==> src/rtl/simd_absdiff_pkg.sv <==
package simd_absdiff_pkg;

  typedef enum logic [1:0] {
    SZ_B8  = 2'b00,
    SZ_H16 = 2'b01,
    SZ_W32 = 2'b10,
    SZ_BAD = 2'b11
  } lane_size_e;

  localparam int unsigned NUM_SIZES = 3;
  localparam int unsigned MIN_LANE_W = 8;

  function automatic int unsigned lane_bits(input int unsigned idx);
    return MIN_LANE_W << idx;
  endfunction

endpackage

==> src/rtl/simd_absdiff_lane.sv <==
module simd_absdiff_lane #(
  parameter int unsigned LW = 8
) (
  input  logic [LW-1:0] a_i,
  input  logic [LW-1:0] b_i,
  input  logic          signed_i,
  output logic [LW-1:0] mag_o
);

  logic [LW:0] a_ext;
  logic [LW:0] b_ext;
  logic [LW:0] diff;

  always_comb begin
    a_ext = {signed_i & a_i[LW-1], a_i};
    b_ext = {signed_i & b_i[LW-1], b_i};
    diff  = a_ext - b_ext;
    // magnitude never exceeds 2^LW-1, so LW bits hold it exactly
    mag_o = diff[LW] ? (~diff[LW-1:0] + 1'b1) : diff[LW-1:0];
  end

endmodule

==> src/rtl/simd_absdiff_bank.sv <==
module simd_absdiff_bank #(
  parameter int unsigned LW    = 8,
  parameter int unsigned VEC_W = 128
) (
  input  logic [VEC_W-1:0] a_i,
  input  logic [VEC_W-1:0] b_i,
  input  logic             signed_i,
  output logic [VEC_W-1:0] mag_o
);

  localparam int unsigned NL = VEC_W / LW;

  for (genvar e = 0; e < NL; e++) begin : g_lane
    simd_absdiff_lane #(.LW(LW)) u_lane (
      .a_i      (a_i[e*LW +: LW]),
      .b_i      (b_i[e*LW +: LW]),
      .signed_i (signed_i),
      .mag_o    (mag_o[e*LW +: LW])
    );
  end

endmodule

==> src/rtl/simd_absdiff_widen.sv <==
module simd_absdiff_widen #(
  parameter int unsigned LW    = 8,
  parameter int unsigned SRC_W = 64
) (
  input  logic [SRC_W-1:0]   narrow_i,
  output logic [2*SRC_W-1:0] wide_o
);

  localparam int unsigned NL = SRC_W / LW;

  for (genvar e = 0; e < NL; e++) begin : g_spread
    assign wide_o[e*2*LW +: 2*LW] = {{LW{1'b0}}, narrow_i[e*LW +: LW]};
  end

endmodule

==> src/rtl/simd_absdiff.sv <==
module simd_absdiff
  import simd_absdiff_pkg::*;
#(
  parameter int unsigned DATA_W = 128
) (
  input  logic              clk,
  input  logic              rst_n,
  input  logic              in_valid,
  input  logic [DATA_W-1:0] in_a,
  input  logic [DATA_W-1:0] in_b,
  input  logic [1:0]        in_size,
  input  logic              in_signed,
  input  logic              in_quad,
  input  logic              in_widen,
  output logic              out_valid,
  output logic [DATA_W-1:0] out_data,
  output logic              out_illegal
);

  localparam int unsigned HALF_W = DATA_W / 2;

  logic [DATA_W-1:0] narrow_res [NUM_SIZES];
  logic [DATA_W-1:0] wide_res   [NUM_SIZES];

  for (genvar g = 0; g < NUM_SIZES; g++) begin : g_size
    localparam int unsigned LW = lane_bits(g);

    simd_absdiff_bank #(.LW(LW), .VEC_W(DATA_W)) u_bank (
      .a_i      (in_a),
      .b_i      (in_b),
      .signed_i (in_signed),
      .mag_o    (narrow_res[g])
    );

    simd_absdiff_widen #(.LW(LW), .SRC_W(HALF_W)) u_widen (
      .narrow_i (narrow_res[g][HALF_W-1:0]),
      .wide_o   (wide_res[g])
    );
  end

  logic [DATA_W-1:0] picked;
  logic [DATA_W-1:0] data_nx;
  logic              illegal_nx;
  logic              cap_en;

  logic              valid_q;
  logic [DATA_W-1:0] data_q;
  logic              illegal_q;

  always_comb begin
    illegal_nx = (lane_size_e'(in_size) == SZ_BAD) | (in_widen & in_quad);
    unique case (lane_size_e'(in_size))
      SZ_B8:   picked = in_widen ? wide_res[0] : narrow_res[0];
      SZ_H16:  picked = in_widen ? wide_res[1] : narrow_res[1];
      SZ_W32:  picked = in_widen ? wide_res[2] : narrow_res[2];
      default: picked = '0;
    endcase
    data_nx = picked;
    if (!in_quad && !in_widen) begin
      data_nx[DATA_W-1:HALF_W] = '0;
    end
    if (illegal_nx) begin
      data_nx = '0;
    end
    cap_en = in_valid;
  end

  always_ff @(posedge clk or negedge rst_n) begin
    if (!rst_n) begin
      valid_q   <= 1'b0;
      data_q    <= '0;
      illegal_q <= 1'b0;
    end else begin
      valid_q <= in_valid;
      if (cap_en) begin
        data_q    <= data_nx;
        illegal_q <= illegal_nx;
      end
    end
  end

  assign out_valid   = valid_q;
  assign out_data    = data_q;
  assign out_illegal = illegal_q;

endmodule

==> config.mk <==
export PLATFORM = sky130hd
export DESIGN_NAME = simd_absdiff
export DESIGN_NICKNAME = d
export VERILOG_FILES = /design/src/rtl/simd_absdiff_pkg.sv /design/src/rtl/simd_absdiff_lane.sv /design/src/rtl/simd_absdiff_bank.sv /design/src/rtl/simd_absdiff_widen.sv /design/src/rtl/simd_absdiff.sv
export SDC_FILE = /design/constraint.sdc
export NUM_CORES = 1
export LEC_CHECK = 0
export BUFFER_PORTS_ARGS = -buffer_cell sky130_fd_sc_hd__clkbuf_2
export CELL_PAD_IN_SITES_DETAIL_PLACEMENT = 1
export CELL_PAD_IN_SITES_GLOBAL_PLACEMENT = 1
export CORE_ASPECT_RATIO = 1.5
export CORE_UTILIZATION = 39
export CTS_CLUSTER_SIZE = 20
export DETAILED_ROUTE_END_ITERATION = 12
export PLACE_DENSITY_LB_ADDON = 0.1
export SLEW_MARGIN = 20
export SYNTH_ARGS = -nofsm -noshare
export SYNTH_HDL_FRONTEND = slang
export SYNTH_SLANG_ARGS = --single-unit
==> constraint.sdc <==
create_clock -name clk -period 1.2 [get_ports clk]
set_input_delay 0.24 -clock clk [delete_from_list [all_inputs] [get_ports clk]]
set_output_delay 0.24 -clock clk [all_outputs]
set_load 0.02 [all_outputs]
==> results.cfg, run 1 <==
[status]
status = stopped before the end
lastStage = clock tree synthesis (4_1_cts)
error_line = [ERROR DPL-0033] detailed placement checks failed during check placement.

[synthesis]
synthesis.nets = 4018
yosysWarnings = 0
synth_area_sq_um = 25160
syn_inst = 3582
synth-main-ff-cell = dfrtp_1
synth_edf_count = 0
ys_ff_latch = 130
synth.top_cell.area_share_pct = 12.93
synth_area_leaders = dfrtp_1 13%, xnor2_1 9.7%, ha_1 7.8%
seq_area_frac_synth_pct = 12.93
netlist-cell-type-count = 94
syn_avg_cell_area_sq_um = 7.025
synth_top_cell_by_area = dfrtp_1
synth-async-reset-ratio_pct = 100.0

[placed_design]
placedCellCount = 6062
dp_hpwl_microns = 134900
postPlaceCellArea_sq_um = 40540
io_buffer_count = 393
routabilityCongestion = 1.029

[floorplan]
die_y_microns = 313.1
fp.dieW_microns = 209.4
rows = 113
start_util_pct = 39.55
pin_count = 394

[clock_network]
cts_root_buf = clkbuf_16
ctsResizeCount = 687
cts_sinks = 130
cts_buffers = 17
hold_buffers = 1
htreeDepth = 4
cts.path.max_buffers = 2
postCtsSetupRepairBufs = 178
-- synth_stat cells (42+ instances only) --
library cell  number
xnor2_1          280
a21oi_1          331
nand3_1           65
nand2_1          323
o22ai_1           43
a21o_1            77
o21ai_0          250
ha_1             156
dfrtp_1          130
o221ai_1          42
inv_1            230
o211ai_1          46
nand4_1           46
clkbuf_1         174
nor3_1            74
nor2_1           326
xor2_1           206
a31oi_1           52
-- logic make-up after synthesis --
| family | Yosys count | synth area share [%] |
|---|---|---|
| AOI/OAI and AO/OA | 1244 | 32.65 |
| xor gates and xnor gates | 486 | 16.92 |
| adders and majority gates | 172 | 9.029 |
| buffers and inverters | 424 | 6.409 |
| DFF | 130 | 12.93 |
| muxes | 23 | 0.9397 |
| and+or+nand+nor | 1103 | 21.13 |
-- through the flow --
step	setup WS [ps]	utilization, %
after floorplan	-2377	-
after global placement	-2660	63.71
after detailed placement	-2905	63.71
==> inputs of run 2 (changes only) <==
--- a/config.mk
+++ b/config.mk
@@ -6,13 +6,9 @@
 export NUM_CORES = 1
 export LEC_CHECK = 0
 export BUFFER_PORTS_ARGS = -buffer_cell sky130_fd_sc_hd__clkbuf_2
-export CELL_PAD_IN_SITES_DETAIL_PLACEMENT = 1
-export CELL_PAD_IN_SITES_GLOBAL_PLACEMENT = 1
-export CORE_ASPECT_RATIO = 1.5
-export CORE_UTILIZATION = 39
-export CTS_CLUSTER_SIZE = 20
+export CORE_UTILIZATION = 40
 export DETAILED_ROUTE_END_ITERATION = 12
-export PLACE_DENSITY_LB_ADDON = 0.1
+export PLACE_DENSITY_LB_ADDON = 0.15
 export SLEW_MARGIN = 20
 export SYNTH_ARGS = -nofsm -noshare
 export SYNTH_HDL_FRONTEND = slang
==> constraint.sdc (replaced) <==
create_clock -name clk -period 1.6 [get_ports clk]
set_input_delay 0.32 -clock clk [delete_from_list [all_inputs] [get_ports clk]]
set_output_delay 0.32 -clock clk [all_outputs]
set_load 0.02 [all_outputs]
==> run 2 against run 1 <==
Effect of this change: the flow now finishes, with violations (negative setup slack); area after synthesis is the same; synthesized cell count is the same.
==> results.cfg, run 2 <==
[power]
powerDensity_nw_per_um2 = 836.6
finalPower_mw = 36.55
switchingPower_mw = 17.37
switching_share_pct = 47.52
seq_power_share_pct = 11.4
intPower_mw = 19.18
p_leak_nw = 20.88
power.share.clock_pct = 10.9
vdd_drop_max_v = 0.0006873
combPwrFrac_pct = 77.7

[clock_network]
cts.path.max_buffers = 2
htreeDepth = 4
cts_buffers = 17
cts_sinks = 130
clock_latency_ps = 450
clk_pin_slew_ps = 60
cts_root_buf = clkbuf_16
cts_tree = done

[setup_path]
cp_top_family = simple AND/OR/NAND/NOR gates
crit_path_end_kind = flop
crit_top_cell = nor4b_4
critPathArrivalTime_ps = 3860
path_class = in -> reg
crit_path_max_incr_delay_ps = 570
r2r-start = out_data[92]
cp-startpoint = in_a[39]
reg2reg_setup_slack_ps = 250
rr_worst_depth = 4
cp.required_ps = 1930
path_cells = clkbuf_8 -> ha_4 -> and2_4 -> or4_4 -> o211ai_4 -> nor4b_4 -> a2111oi_4 -> buf_4 -> nor4b_4 -> nand4_1 -> o41ai_4 -> xor2_2 -> a221o_1 -> o32a_1
critPathBufInv = 2
cp-endpoint = out_data[92]
worstSetupPathDepth = 14
r2r_end = out_data[92]
crit_fanout = 3
slowest_stage = or4_4
start_kind = input port

[route]
drtIter0Drc = 3257
num_vias = 34930
drt_wl_total_microns = 126800
dr.pass1.iters = 8
antenna_left = 0
viasPerCell = 5.684
drt-wirelength-per-cell_microns = 20.64
route.detailed.drc = 0

[placed_design]
placedCellCount = 6006
io_buffer_count = 393
routabilityCongestion = 1.053
dp_hpwl_microns = 102500
postPlaceCellArea_sq_um = 39740
place_ws_ps = -2366

[synthesis]
synth-async-reset-ratio_pct = 100.0
synth-main-ff-cell = dfrtp_1
synth_top_cell_by_area = dfrtp_1
synth.most_common_cell = a21oi_1
ys_ff_latch = 130
synth_edf_count = 0
synth_area_sq_um = 25160
synth_area_leaders = dfrtp_1 13%, xnor2_1 9.7%, ha_1 7.8%
synthesis.nets = 4018
seq_area_frac_synth_pct = 12.93
synth.top_cell.area_share_pct = 12.93
yosysWarnings = 0
synth_common_cells = 331 x a21oi_1, 326 x nor2_1, 323 x nand2_1
syn_avg_cell_area_sq_um = 7.025
syn_inst = 3582
netlist-cell-type-count = 94

[finish]
final_common_cell = buf_4
layout-drive-gt1-share_pct = 46.27
final_cell_area_sq_um = 43690
area_growth_pct = 73.61
stdcell_count = 6144
layout_common_cells = 1,390 x buf_4, 379 x clkbuf_2, 292 x nor2_1
seqCellArea_sq_um = 3253
utilization_pct = 70.53
nFillCells = 5267
nets = 5729
multi_input_area_sq_um = 23990
largest_reg_flops = 128

[global_routing]
overflow = 0
antenna_found_initial = 5
track_usage_pct = 37.65
grt_max_degree = 44
grt_pass1_vias = 32980
grt_pass1_wl_microns = 187200

[floorplan]
start_util_pct = 40.63
core-area_sq_um = 61940
pin_count = 394
die_area_sq_um = 63920
fp.dieW_microns = 252.8
die_y_microns = 252.8
rows = 91

[timing]
slew-limit-headroom_pct = 36.95
post-route-period-util_pct = 220.7
maxSlewViolCount = 0
finalSetupTns_ps = -194610
tightest_slew_ps = 942.3
fin_skew_ps = 0
setup_slack_ps = -1931
hold_viol_final = 0
setup_viol = 124
fin_crit_ps = 3531
fmax_mhz = 283.2
rsz0062_at_grt = true
hold_ws_ps = 317.2

[worst_hold_path]
hold_class = in -> reg
min-delay-start = in_b[0]

[status]
status = finished with violations
failed_checks = negative setup slack

[job]
drv_cap = 0
[run 2: per-layer routing]
| metal | GRT usage [%] | share of wire (%) |
|---|---|---|
| met1 | 50.33 | 42 |
| met2 | 59.72 | 44 |
| met3 | 7.648 | 9.6 |
| met4 | 13.35 | 4.3 |
| met5 | 0 | 0.048 |
[run 2: kinds of logic (layout without fill, tap and decap cells)]
group,Yosys count,count (layout),synth area share (%)
XOR/XNOR,486,487,16.92
AND/OR/NAND/NOR,1103,1103,21.13
flip-flops,130,130,12.93
multiplexers,23,23,0.9397
buffers and inverters,424,2147,6.409
AO/OA/AOI/OAI,1244,1244,32.65
adder cells (fa/ha/maj),172,172,9.029
other,0,1,0
[run 2: timing repair]
action	CTS	global route
setup endpoints to repair	124	126
hold endpoints to repair	39	0
hold buffers	1	0
setup buffers	83	46
pin swaps	184	167
resized for setup	324	183
cloned	1	0
[run 2: cell type report]
type | instances | area share [%]
Antenna cell | 1 | 0.005728
Clock buffer | 20 | 1.045
Clock inverter | 12 | 0.2492
Inverter | 230 | 2.171
Multi-Input combinational cell | 3029 | 54.90
Sequential cell | 130 | 7.446
Tap cell | 837 | 2.397
Timing Repair Buffer | 1885 | 31.78
[run 2: worst min-delay path, stage by stage]
cell	delay [ps]
clkbuf_2	110
ha_4	130
buf_4	100
o2bb2ai_1	60
[run 2: worst min path at each step]
stage / slack, ps / cells after the start / to
floorplan: 20 / 0 / out_data[0]
global placement: 280 / 1 / out_data[0]
detailed placement: 280 / 1 / out_data[0]
CTS: 290 / 2 / out_valid
global route: 310 / 2 / out_valid
finish: 320 / 4 / out_data[0]
[run 2: power groups by stage]
stage	clock (mW)	combinational, mW	sequential [mW]
global placement	0	24.5	4.19
finish	3.97	28.4	4.17
detailed placement	0	24.7	4.19
global route	4.07	29.8	4.19
floorplan	0	11.9	4.59
CTS	3.94	26.6	4.14
(Power assumes the default switching activity.)
==> inputs of run 3 (changes only) <==
--- a/config.mk
+++ b/config.mk
@@ -7,8 +7,10 @@
 export LEC_CHECK = 0
 export BUFFER_PORTS_ARGS = -buffer_cell sky130_fd_sc_hd__clkbuf_2
 export CORE_UTILIZATION = 40
+export CTS_BUF_LIST = sky130_fd_sc_hd__clkbuf_8
 export DETAILED_ROUTE_END_ITERATION = 12
 export PLACE_DENSITY_LB_ADDON = 0.15
+export SETUP_SLACK_MARGIN = 0.2
 export SLEW_MARGIN = 20
 export SYNTH_ARGS = -nofsm -noshare
 export SYNTH_HDL_FRONTEND = slang
==> run 3 against run 2 <==
Effect of this change: the flow still finishes with violations (negative setup slack); utilization rose by 2.4 points; setup slack improved by 50 ps; register-to-register slack improved by 20 ps; maximum frequency rose by 1.4%; total power rose by 1.5%; via count rose by 2.2%; die area did not move; cell area rose by 3.4%; flip-flop and latch count did not move; global-route usage rose by 1.2 points.
==> results.cfg, run 3 (synthesis gave the netlist of run 2 again) <==
[clock_network]
cts_buffers = 17
clock_latency_ps = 480
cts_tree = done
htreeDepth = 4
clk_pin_slew_ps = 80
cts_sinks = 130
cts_root_buf = clkbuf_8
cts.path.max_buffers = 2

[floorplan]
start_util_pct = 40.63
die_area_sq_um = 63920
die_y_microns = 252.8
rows = 91
core-area_sq_um = 61940
pin_count = 394
fp.dieW_microns = 252.8

[route]
drt_wl_total_microns = 131500
antenna_left = 0
drt-wirelength-per-cell_microns = 20.96
route.detailed.drc = 0
dr.pass1.iters = 8
drtIter0Drc = 3292
viasPerCell = 5.690
num_vias = 35700

[placed_design]
routabilityCongestion = 1.008
dp_hpwl_microns = 104300
io_buffer_count = 393
placedCellCount = 6072

[power]
switchingPower_mw = 17.69
powerDensity_nw_per_um2 = 821.5
vdd_drop_max_v = 0.0006130
seq_power_share_pct = 11.3
p_leak_nw = 21.68
combPwrFrac_pct = 80.1
power.share.clock_pct = 8.6
switching_share_pct = 47.69
intPower_mw = 19.41

[setup_path]
crit_fanout = 6
path_cells = buf_8 -> inv_4 -> ha_4 -> nor2b_4 -> o31a_1 -> buf_4 -> or4_4 -> nand3_2 -> nand4_1 -> buf_4 -> nor4b_4 -> nand4_1 -> o41ai_4 -> xor2_2 -> a221o_1 -> o32a_1
start_kind = input port
crit_path_end_kind = flop
crit_path_max_incr_delay_ps = 420
cp.required_ps = 1970
critPathArrivalTime_ps = 3850
cp_top_family = simple AND/OR/NAND/NOR gates
path_class = in -> reg
slowest_stage = or4_4
critPathBufInv = 4
reg2reg_setup_slack_ps = 270

[timing]
rsz0062_at_grt = true
hold_ws_ps = 243.0
setup_slack_ps = -1881
fin_skew_ps = 0
post-route-period-util_pct = 217.6
fmax_mhz = 287.3
slew-limit-headroom_pct = 55.91
fin_crit_ps = 3481
maxSlewViolCount = 0
tightest_slew_ps = 656.6
setup_viol = 124
hold_viol_final = 0

[finish]
final_common_cell = buf_4
nets = 5858
layout-drive-gt1-share_pct = 47.85
layout_common_cells = 1,494 x buf_4, 324 x clkbuf_2, 292 x nor2_1
largest_reg_flops = 128
area_growth_pct = 79.48
stdcell_count = 6274

[global_routing]
antenna_found_initial = 4
track_usage_pct = 38.83
grt_pass1_wl_microns = 193400
overflow = 0
grt_max_degree = 33
grt_pass1_vias = 33880

[status]
failed_checks = negative setup slack
status = finished with violations

[worst_hold_path]
hold_class = in -> reg

[job]
drv_cap = 0
==> run 3: cell count changes in the layout (fill, tap and decap cells not counted), sizes merged, moves of 2 or more <==
| cell | change |
|---|---|
| buf | +181 |
| bufinv | +2 |
| clkbuf | -54 |
| clkinv | +2 |
| clkinvlp | -2 |
| diode | +2 |
==> run 3: what timing repair did <==
action | CTS | global route
cloned | 4 | 0
endpoints found under the hold margin | 26 | 0
gates resized for setup | 379 | 339
hold buffers | 1 | 0
buffers inserted | 92 | 71
setup endpoints to repair | 228 | 244
pin swaps | 207 | 118
==> run 3: final timing paths <==
path / startpoint / endpoint / cells past startpoint
worst max-delay path: in_b[33] / out_data[92] / 16
worst min-delay path: in_b[0] / out_data[0] / 4
worst max register to register: out_data[92] / out_data[92] / 4
worst min register to register: out_data[104] / out_data[104] / 1
max in group asynchronous: rst_n / out_data[87] / 3
min in group asynchronous: rst_n / out_data[126] / 2
==> run 3: through the flow <==
stage	utilization, %	setup TNS [ps]	setup WS [ps]	instance area [sq um]	total power [mW]
2_1_floorplan	-	-192250	-2057	27100	16.54
3_3_place_gp	65.11	-249820	-2315	40330	29.14
3_5_place_dp	65.11	-254080	-2331	40330	29.26
4_1_cts	70.20	-183220	-1765	43480	34.78
5_1_grt	72.91	-210320	-1977	45160	38.67
6_report	72.92	-198390	-1881	45170	37.10
==> run 3: final cells by class <==
class,count,area [sq um]
diodes,3,7.507
clock buffers,18,247.7
clock inverters,13,162.7
fillers,5018,16770
inverters,230,948.4
multi-input cells,3029,24050
flip-flops and latches,130,3259
well taps,837,1047
repair buffers,2014,15440
==> run 3: worst register-to-register path, cell delays in order (launching register included) <==
cell and delay, ps:
dfrtp_1 390, nor2b_1 140, a21o_1 160, a221o_1 250, o32a_1 290
==> run 3: layer usage <==
| layer | wire (microns) | global-route usage (%) |
|---|---|---|
| met2 | 58290 | 61.82 |
| met3 | 12250 | 6.990 |
| met4 | 5458 | 12.74 |
| met1 | 55440 | 52.63 |
| met5 | 65 | 0.4633 |
==> run 3: power by group through the flow <==
stage	Combinational (mW)	Sequential, mW	Clock [mW]
after detailed placement	25.1	4.19	0
final	29.7	4.21	3.19
after global placement	25.0	4.19	0
after global routing	31.1	4.21	3.32
after CTS	27.4	4.14	3.19
after floorplan	11.9	4.59	0
